### config.mk
export PLATFORM = sky130hd
export DESIGN_NAME = sar_seq_top
export DESIGN_NICKNAME = d
export VERILOG_FILES = /design/src/rtl/sar_seq_pkg.sv /design/src/rtl/sar_clk_gen.sv /design/src/rtl/sar_search.sv /design/src/rtl/sar_result.sv /design/src/rtl/sar_seq_top.sv
export SDC_FILE = /design/constraint.sdc
export NUM_CORES = 1
export LEC_CHECK = 0
export BUFFER_PORTS_ARGS = -buffer_cell sky130_fd_sc_hd__buf_2
export CORE_MARGIN = 2
export CORE_UTILIZATION = 61
export CTS_BUF_LIST = sky130_fd_sc_hd__clkbuf_4
export DETAILED_ROUTE_END_ITERATION = 12
export HOLD_SLACK_MARGIN = 0.15
export PLACE_DENSITY_LB_ADDON = 0.2
export SLEW_MARGIN = 0
export SYNTH_ARGS = -nofsm -noshare
export SYNTH_HDL_FRONTEND = slang
export SYNTH_SLANG_ARGS = --single-unit
### constraint.sdc
create_clock -name clk -period 4.6 [get_ports clk]
set_input_delay 0 -clock clk [delete_from_list [all_inputs] [get_ports clk]]
set_output_delay 0 -clock clk [all_outputs]
set_load 0.05 [all_outputs]
### src/rtl/sar_seq_pkg.sv
package sar_seq_pkg;

    // Width of the narrow (rounded) result and of each data register
    localparam int NARROW_W = 8;

    typedef enum logic [1:0] {
        SRC_ALT   = 2'b00,
        SRC_BUS   = 2'b01,
        SRC_ASYNC = 2'b10
    } clk_src_e;

    function automatic clk_src_e pick_src(input logic async_en, input logic clk_sel);
        if (async_en)     return SRC_ASYNC;
        else if (clk_sel) return SRC_BUS;
        else              return SRC_ALT;
    endfunction

endpackage

### src/rtl/sar_clk_gen.sv
module sar_clk_gen
    import sar_seq_pkg::*;
#(
    parameter int DIV_W = 2
) (
    input  logic             clk,
    input  logic             rst_n,
    input  logic             run_i,
    input  logic             restart_i,
    input  logic             async_en_i,
    input  logic             clk_sel_i,
    input  logic [DIV_W-1:0] div_sel_i,
    input  logic             alt_tick_i,
    input  logic             async_tick_i,
    output logic             ck_en_o,
    output logic             async_req_o
);

    localparam int CNT_W = (1 << DIV_W) - 1;

    typedef struct packed {
        logic [CNT_W-1:0] cnt;
    } div_st_t;

    div_st_t st_d, st_q;
    logic src_tick;
    logic [CNT_W-1:0] lim;
    clk_src_e src;

    always_comb begin
        src = pick_src(async_en_i, clk_sel_i);
        unique case (src)
            SRC_ASYNC: src_tick = async_tick_i;
            SRC_BUS:   src_tick = 1'b1;
            default:   src_tick = alt_tick_i;
        endcase
        lim     = {CNT_W{1'b1}} >> (CNT_W - int'(div_sel_i));
        ck_en_o = run_i && !restart_i && src_tick && (st_q.cnt == lim);

        st_d = st_q;
        if (restart_i || !run_i) begin
            st_d.cnt = '0;
        end else if (src_tick) begin
            st_d.cnt = (st_q.cnt == lim) ? '0 : st_q.cnt + 1'b1;
        end
        async_req_o = run_i && (src == SRC_ASYNC);
    end

    always_ff @(posedge clk or negedge rst_n) begin
        if (!rst_n) st_q <= '0;
        else        st_q <= st_d;
    end


    async_req_busy_chk: assert property (@(posedge clk) disable iff (!rst_n)
        async_req_o |-> run_i);

endmodule

### src/rtl/sar_search.sv
module sar_search #(
    parameter int RES_W = 10
) (
    input  logic             clk,
    input  logic             rst_n,
    input  logic             start_i,
    input  logic             stop_i,
    input  logic             step_i,
    input  logic             cmp_i,
    output logic             busy_o,
    output logic [RES_W-1:0] trial_o,
    output logic             done_o,
    output logic [RES_W-1:0] result_o
);

    localparam int IDX_W = $clog2(RES_W);

    typedef struct packed {
        logic             busy;
        logic [RES_W-1:0] sar;
        logic [IDX_W-1:0] idx;
    } srch_st_t;

    srch_st_t st_d, st_q;
    logic [RES_W-1:0] decided;

    always_comb begin
        st_d    = st_q;
        done_o  = 1'b0;
        decided = st_q.sar;
        decided[st_q.idx] = cmp_i;
        result_o = decided;

        if (start_i) begin
            st_d.busy = 1'b1;
            st_d.sar  = {1'b1, {(RES_W-1){1'b0}}};
            st_d.idx  = IDX_W'(RES_W - 1);
        end else if (stop_i) begin
            st_d.busy = 1'b0;
            st_d.sar  = '0;
        end else if (st_q.busy && step_i) begin
            if (st_q.idx == '0) begin
                st_d.busy = 1'b0;
                st_d.sar  = '0;
                done_o    = 1'b1;
            end else begin
                st_d.sar  = decided;
                st_d.sar[st_q.idx - 1'b1] = 1'b1;
                st_d.idx  = st_q.idx - 1'b1;
            end
        end
    end

    always_ff @(posedge clk or negedge rst_n) begin
        if (!rst_n) st_q <= '0;
        else        st_q <= st_d;
    end

    assign busy_o  = st_q.busy;
    assign trial_o = st_q.sar;


    idx_range_chk: assert property (@(posedge clk) disable iff (!rst_n)
        st_q.busy |-> (int'(st_q.idx) < RES_W));


    low_bits_clear_chk: assert property (@(posedge clk) disable iff (!rst_n)
        st_q.busy |-> ((trial_o & ((RES_W'(1) << st_q.idx) - RES_W'(1))) == '0));


    done_when_busy_chk: assert property (@(posedge clk) disable iff (!rst_n)
        done_o |-> st_q.busy);

endmodule

### src/rtl/sar_result.sv
module sar_result
    import sar_seq_pkg::*;
#(
    parameter int RES_W = 10
) (
    input  logic                clk,
    input  logic                rst_n,
    input  logic                done_i,
    input  logic [RES_W-1:0]    result_i,
    input  logic                mode8_i,
    input  logic                clr_i,
    input  logic                rd_lo_i,
    output logic [NARROW_W-1:0] res_hi_o,
    output logic [NARROW_W-1:0] res_lo_o,
    output logic                coco_o
);

    localparam int SHIFT = RES_W - NARROW_W;
    localparam int HI_W  = RES_W - NARROW_W;

    typedef struct packed {
        logic [NARROW_W-1:0] hi;
        logic [NARROW_W-1:0] lo;
        logic                coco;
    } res_st_t;

    res_st_t st_d, st_q;
    logic [RES_W:0]      sum;
    logic [NARROW_W-1:0] rounded;

    always_comb begin
        sum     = {1'b0, result_i} + (RES_W+1)'(1 << (SHIFT - 1));
        rounded = sum[RES_W] ? {NARROW_W{1'b1}} : sum[RES_W-1:SHIFT];

        st_d = st_q;
        if (done_i) begin
            st_d.coco = 1'b1;
            if (mode8_i) begin
                st_d.lo = rounded;
                st_d.hi = '0;
            end else begin
                st_d.lo = result_i[NARROW_W-1:0];
                st_d.hi = NARROW_W'(result_i[RES_W-1 -: HI_W]);
            end
        end else if (clr_i || rd_lo_i) begin
            st_d.coco = 1'b0;
        end
    end

    always_ff @(posedge clk or negedge rst_n) begin
        if (!rst_n) st_q <= '0;
        else        st_q <= st_d;
    end

    assign res_hi_o = st_q.hi;
    assign res_lo_o = st_q.lo;
    assign coco_o   = st_q.coco;


    hi_upper_zero_chk: assert property (@(posedge clk) disable iff (!rst_n)
        st_q.hi[NARROW_W-1:HI_W] == '0);


    narrow_hi_zero_chk: assert property (@(posedge clk) disable iff (!rst_n)
        (done_i && mode8_i) |=> (res_hi_o == '0));


    coco_rise_chk: assert property (@(posedge clk) disable iff (!rst_n)
        $rose(coco_o) |-> $past(done_i));


    rd_clear_chk: assert property (@(posedge clk) disable iff (!rst_n)
        (rd_lo_i && !done_i) |=> !coco_o);

endmodule

### src/rtl/sar_seq_top.sv
module sar_seq_top
    import sar_seq_pkg::*;
#(
    parameter int RES_W = 10,
    parameter int DIV_W = 2,
    parameter int CH_W  = 4
) (
    input  logic                clk,
    input  logic                rst_n,
    input  logic                ctl_wr,
    input  logic [CH_W-1:0]     ctl_chan,
    input  logic                ctl_ien,
    input  logic                ctl_hwtrig,
    input  logic                rd_lo,
    input  logic                hw_trig,
    input  logic                async_en,
    input  logic                clk_sel,
    input  logic [DIV_W-1:0]    div_sel,
    input  logic                mode8,
    input  logic                alt_tick,
    input  logic                async_tick,
    input  logic                cmp_in,
    output logic [RES_W-1:0]    dac_code,
    output logic [CH_W-1:0]     chan_sel,
    output logic                async_req,
    output logic                busy,
    output logic [NARROW_W-1:0] res_hi,
    output logic [NARROW_W-1:0] res_lo,
    output logic                coco,
    output logic                irq
);

    typedef struct packed {
        logic            ien;
        logic            hwmode;
        logic [CH_W-1:0] chan;
    } ctl_st_t;

    ctl_st_t ctl_d, ctl_q;
    logic start, ck_en, done;
    logic [RES_W-1:0] result;

    always_comb begin
        ctl_d = ctl_q;
        if (ctl_wr) begin
            ctl_d.ien    = ctl_ien;
            ctl_d.hwmode = ctl_hwtrig;
            ctl_d.chan   = ctl_chan;
        end
        start = (ctl_wr && !ctl_hwtrig) ||
                (!ctl_wr && hw_trig && ctl_q.hwmode && !busy);
    end

    always_ff @(posedge clk or negedge rst_n) begin
        if (!rst_n) ctl_q <= '0;
        else        ctl_q <= ctl_d;
    end

    sar_clk_gen #(.DIV_W(DIV_W)) u_clk (
        .clk         (clk),
        .rst_n       (rst_n),
        .run_i       (busy),
        .restart_i   (ctl_wr),
        .async_en_i  (async_en),
        .clk_sel_i   (clk_sel),
        .div_sel_i   (div_sel),
        .alt_tick_i  (alt_tick),
        .async_tick_i(async_tick),
        .ck_en_o     (ck_en),
        .async_req_o (async_req)
    );

    sar_search #(.RES_W(RES_W)) u_srch (
        .clk     (clk),
        .rst_n   (rst_n),
        .start_i (start),
        .stop_i  (ctl_wr),
        .step_i  (ck_en),
        .cmp_i   (cmp_in),
        .busy_o  (busy),
        .trial_o (dac_code),
        .done_o  (done),
        .result_o(result)
    );

    sar_result #(.RES_W(RES_W)) u_res (
        .clk     (clk),
        .rst_n   (rst_n),
        .done_i  (done),
        .result_i(result),
        .mode8_i (mode8),
        .clr_i   (ctl_wr),
        .rd_lo_i (rd_lo),
        .res_hi_o(res_hi),
        .res_lo_o(res_lo),
        .coco_o  (coco)
    );

    assign chan_sel = ctl_q.chan;
    assign irq      = coco && ctl_q.ien;


    abort_clears_chk: assert property (@(posedge clk) disable iff (!rst_n)
        ctl_wr |=> !coco);


    sw_mode_trig_chk: assert property (@(posedge clk) disable iff (!rst_n)
        (!ctl_q.hwmode && !ctl_wr && !busy) |=> !busy);

endmodule

After elaboration in Yosys (flattened, before gate mapping)
Cells that the tools add are included.

Bits in registers: 41. Bits in latches: 0. Bits in writable memories: 0. ROM bits: 0. Bits of input ports: 19. Memories kept: 0.

$add $sub $neg: 4. Multiply operators: 0. Divide/modulo/power cells: 0. $lt $le $gt $ge: 4. Equality and inequality tests: 5. Shift-type cells: 1. Muxes and demuxes: 26. Bitwise gates (word level): 1. Reductions and logical operators: 26.

Operator list (number): right shift 3 x 32 -> 3 bit, first input constant (1); 2-to-1 mux 15 bit (2); 2-to-1 mux 10 bit (2); logical AND 1 bit (12); adder 10 x 2 -> 11 bit, second input constant (1); 2-to-1 mux 11 bit (1); bitwise mux 10 bit (1); < comparator 4 x 5 -> 1 bit, second input constant (2); 2-to-1 mux 1 bit (10); OR 10 bit (1); 2-to-1 mux 3 bit (3); demux 1 bit (select 4 bit) (2); greater-or-equal comparator 4 x 1 -> 1 bit, second input constant (2); 2-to-1 mux 4 bit (2); 2-to-1 mux 8 bit (1); nonzero test 2 bit (3); nonzero test 3 bit (2); zero test 4 bit (1); subtractor 4 x 1 -> 4 bit, second input constant (1); adder 3 x 1 -> 3 bit, second input constant (1); == test 3 bit (1); zero test 1 bit (3); logical OR 1 bit (3); AND reduction 3 bit (1); other kinds (8) (8).

Longest topological paths before layout
Depth after elaboration: 11. Mapped depth: 9. Depth with buffers taken out: 9.

Cells and area by module
From an unflattened synthesis, not the netlist that was laid out.

Cells, all modules: 262. Area total of the unflattened synthesis: 2555.0 um^2.

By module, submodules not included: sar_search (times used 1, cells each 131, area each 1234.9 um^2); sar_result (times used 1, cells each 83, area each 778.2 um^2); sar_seq_top (times used 1, cells each 20, area each 305.3 um^2); sar_clk_gen (times used 1, cells each 28, area each 236.5 um^2).

Worst setup path before layout
Ideal clock, no wire load.

Path type: register to register. From: register u_srch.st_q[1] (netlist name). To: register u_res.st_q, in the netlist u_res.res_lo_o[7]. Setup time: 0.140 ns. Arrival: 2.087 ns. Data required time: 4.460 ns. Slack: 2.373 ns. Stages on the path, launching flop included: 10. Buffers on the path: 0. Period minus slack after synthesis: 2.227 ns. Cell sequence: dfrtp_1 inv_1 ha_1 nor3b_2 mux2_4 ha_1 and3_1 nand3_1 mux2i_1 a31oi_1.

Cells in the longest elaborated chain, start to end: 8.

Ends and longest elaborated chain: start: declaration (RTL line sar_search.sv:24) `srch_st_t st_d, st_q;`; start signal: assignment (RTL line sar_search.sv:56) `else st_q <= st_d;`; < comparator 4 x 5 -> 1 bit (not written as such) / greater-or-equal comparator 4 x 1 -> 1 bit (equally long branches) (RTL line sar_search.sv:31) `decided[st_q.idx] = cmp_i;`; logical AND 1 bit (not written as such) (RTL line sar_search.sv:31); 2-to-1 mux 1 bit (not written as such) (RTL line sar_search.sv:31); demux 1 bit (select 4 bit); bitwise mux 10 bit (RTL line sar_search.sv:31); adder 10 x 2 -> 11 bit (RTL line sar_result.sv:32) `sum = {1'b0, result_i} + (RES_W+1)'(1 << (SHIFT - 1));`; 2-to-1 mux 8 bit (RTL line sar_result.sv:33) `rounded = sum[RES_W] ? {NARROW_W{1'b1}} : sum[RES_W-1:SHIFT];`; 2-to-1 mux 10 bit (RTL line sar_result.sv:38) `if (mode8_i) begin`; end signal: assignment (RTL line sar_result.sv:52) `else st_q <= st_d;`; end: declaration (RTL line sar_result.sv:27) `res_st_t st_d, st_q;`.

Several ways; a longest one is shown, not always the timed one. A chain may end at the register's enable or synchronous reset.

Worst setup path in the final report
From: register u_srch.st_q[0] (netlist name). To: register u_res.st_q, in the netlist u_res.res_lo_o[3].

The elaborated chain is that of the path after synthesis.

==> flow_summary.toml <==
[clock_tree]
ctsHoldBuffers = 21
cts_buffer_depth = 2
cts-root-buf = "clkbuf_4"
cts_tree = "built"
clock-sinks = 35
post_cts_buffers = 0
clk_latency_ps = 370
path_clk_slew_ps = 130
cts_resized = 0
cts_buffers = 5
htree_levels = 2

[power]
p_leak_uw = 0.00136
pwr-share-comb = 0.225
pwr-share-clk = 0.271
switching_share = 0.342
vdd_drop_max_v = 0.000226
power.switching_uw = 223
power.internal_uw = 430
pwr-share-seq = 0.504
p_per_area_mw_per_mm2 = 234

[logic_synthesis]
synth_area_leader_cell = "dfrtp_1"
syn_area_mm2 = 0.00242
synth_cell_type_count = 53
synth_flop_cell = "dfrtp_1"
post_synth_inst_count = 245
yosys_warnings = 0
synth_area_per_cell_um2 = 9.87
synth_top_area_share = 0.362
ys_seq_area_frac = 0.362
synth-async-reset-ratio = 1.00
synth_area_leaders = "dfrtp_1 36%, buf_4 7.8%, mux2_2 4.2%"
synth_edf_count = 0
synth-seq-cells = 35

[sta]
finalWorstSetupSlack_ps = 2090
finalCritPeriodShare = 0.545
hold_viol = 0
fmax_ghz = 0.399
slew_headroom = 0.477
rsz0062_at_grt = "false"
tightest_slew_ps = 785
fin_skew_ps = 16.6
finalCriticalPeriod_ps = 2510
tns_ps = 0
maxSlewViolCount = 0
setup_viol = 0

[outcome]
status = "complete, no violations"

[routing]
drt-total-wl_mm = 5.40
dr.pass1.iters = 4
post_drt_wl_per_cell_um = 15.7
drt-vias-per-instance = 5.70
ant_nets = 0
drc = 0
vias = 1960
drt-initial-drc-count = 107

[placed_design]
portBuffers = 46
place_area_mm2 = 0.00252
hpwl_mm = 3.37
finalWeightedCongestion = 0.894
pre_cts_ws_ps = 2140

[global_routing]
grt_pass1_wl_mm = 8.76
antenna_found_initial = 0
grt_max_degree = 36
grtUsageTotal = 0.264
grt_overflow = 0
grt_pass1_vias = 1909

[floorplanning]
start_util = 0.646
rows = 22
core_mm2 = 0.00374
io_pins = 53
die-height_um = 67.0
die_w_um = 67.0
dieArea_mm2 = 0.00448

[final_layout]
final_cell_mix = "46 x buf_2, 35 x dfrtp_1, 23 x nor2_1, 22 x nand2_1, 21 x dlygate4sd3_1"
ff_latch_area_um2 = 876
num-fill-cells = 286
nets = 322
multi_input_area_mm2 = 0.00133
n_antenna_cell = 0
stdcell_area_mm2 = 0.00279
drive_gt1_frac = 0.287
area_growth_syn_to_layout_pct = 15.3
layout_commonest_cell = "buf_2"

[critical_path]
worstSetupPathType = "register to register"
cp-start-kind = "register"
cp_max_fo = 22
cp-end-kind = "register"
cp.required_ps = 4840
worst_ep_arrival_time_ps = 2750

[hold_path]
hold_path.class = "input pin to register"

[run]
maxCapViolCount = 0
worst max-delay path: stages (launching register included):
cell	delay (ps)
dfrtp_1	450
inv_1	170
ha_1	330
nor3b_2	370
o211a_2	570
nand2_1	220
a21oi_4	210
a221oi_2	80
final cells by class:
class                   instances  area share
multi-input cells             180       0.478
flip-flops and latches         35       0.314
repair buffers                 67       0.158
well taps                      48      0.0215
clock buffers                   5      0.0135
inverters                       6     0.00808
clock inverters                 3     0.00718
synth_stat cells (2+ instances only):
master / number
a221oi_2: 2
nand2_1: 22
o21ai_1: 15
clkbuf_1: 2
mux2_1: 3
mux2i_2: 2
and3_1: 3
mux2i_1: 8
nor3b_2: 4
buf_4: 25
nor3_1: 3
nor2_1: 23
nand2b_1: 3
a31oi_1: 2
xnor2_1: 3
inv_1: 6
mux2_4: 3
o21ai_0: 3
a21o_1: 6
nand3b_1: 9
dfrtp_1: 35
mux2_2: 9
o31ai_1: 2
ha_1: 8
a21oi_1: 11
xor2_1: 2
nand3_1: 3
and2_1: 3
kinds of logic after synthesis:
family,Yosys count,share of synthesized area
simple gates,82,0.195
compound gates,53,0.158
flops,35,0.362
buf+inv,35,0.0952
mux,26,0.128
fa+ha+maj,8,0.0414
xor+xnor,5,0.0181
other cells,1,0.00155
per-layer routing:
layer,track usage,part of all wire,vias up
met5,0,0,-
li1,-,-,941
met2,0.464,0.50,60
met1,0.304,0.42,948
met3,0.0557,0.053,11
met4,0.128,0.021,0
stage by stage:
step,hold WS (ps),utilization,power [uW],cells
after floorplan,-296,-,437,250
after global placement,120,0.673,458,315
after detailed placement,122,0.673,459,315
after CTS,151,0.745,646,344
after global routing,223,0.745,679,344
final,182,0.745,653,344
power by group through the flow:
stage               Clock (uW)  Combinational [uW]  Sequential, uW
finish                     177                 147             329
detailed placement           0                 125             334
global placement             0                 125             333
global route               193                 156             331
floorplan                    0                95.6             342
CTS                        175                 143             328
flip-flops by register name (all words and copies together) (netlist names):
register	cells
chan_sel	4
ctl_q	2
u_clk.st_q	3
u_res.coco_o	1
u_res.res_hi_o	2
u_res.res_lo_o	8
u_srch.busy_o	1
u_srch.st_q	4
u_srch.trial_o	10
path summary, 6_finish.rpt:
| path | from | end | slack [ps] | cells after the start |
|---|---|---|---|---|
| worst max-delay path | u_srch.st_q[0] | u_res.res_lo_o[3] | 2090 | 7 |
| worst min-delay path | ctl_wr | u_srch.trial_o[2] | 180 | 4 |
| worst max register to register | u_srch.st_q[0] | u_res.res_lo_o[3] | 2090 | 7 |
| worst min register to register | u_res.res_hi_o[1] | u_res.res_hi_o[1] | 510 | 1 |
| max in group asynchronous | rst_n | u_srch.st_q[1] | 3860 | 2 |
| min in group asynchronous | rst_n | u_srch.trial_o[5] | 240 | 2 |
(Power assumes the default switching activity.)
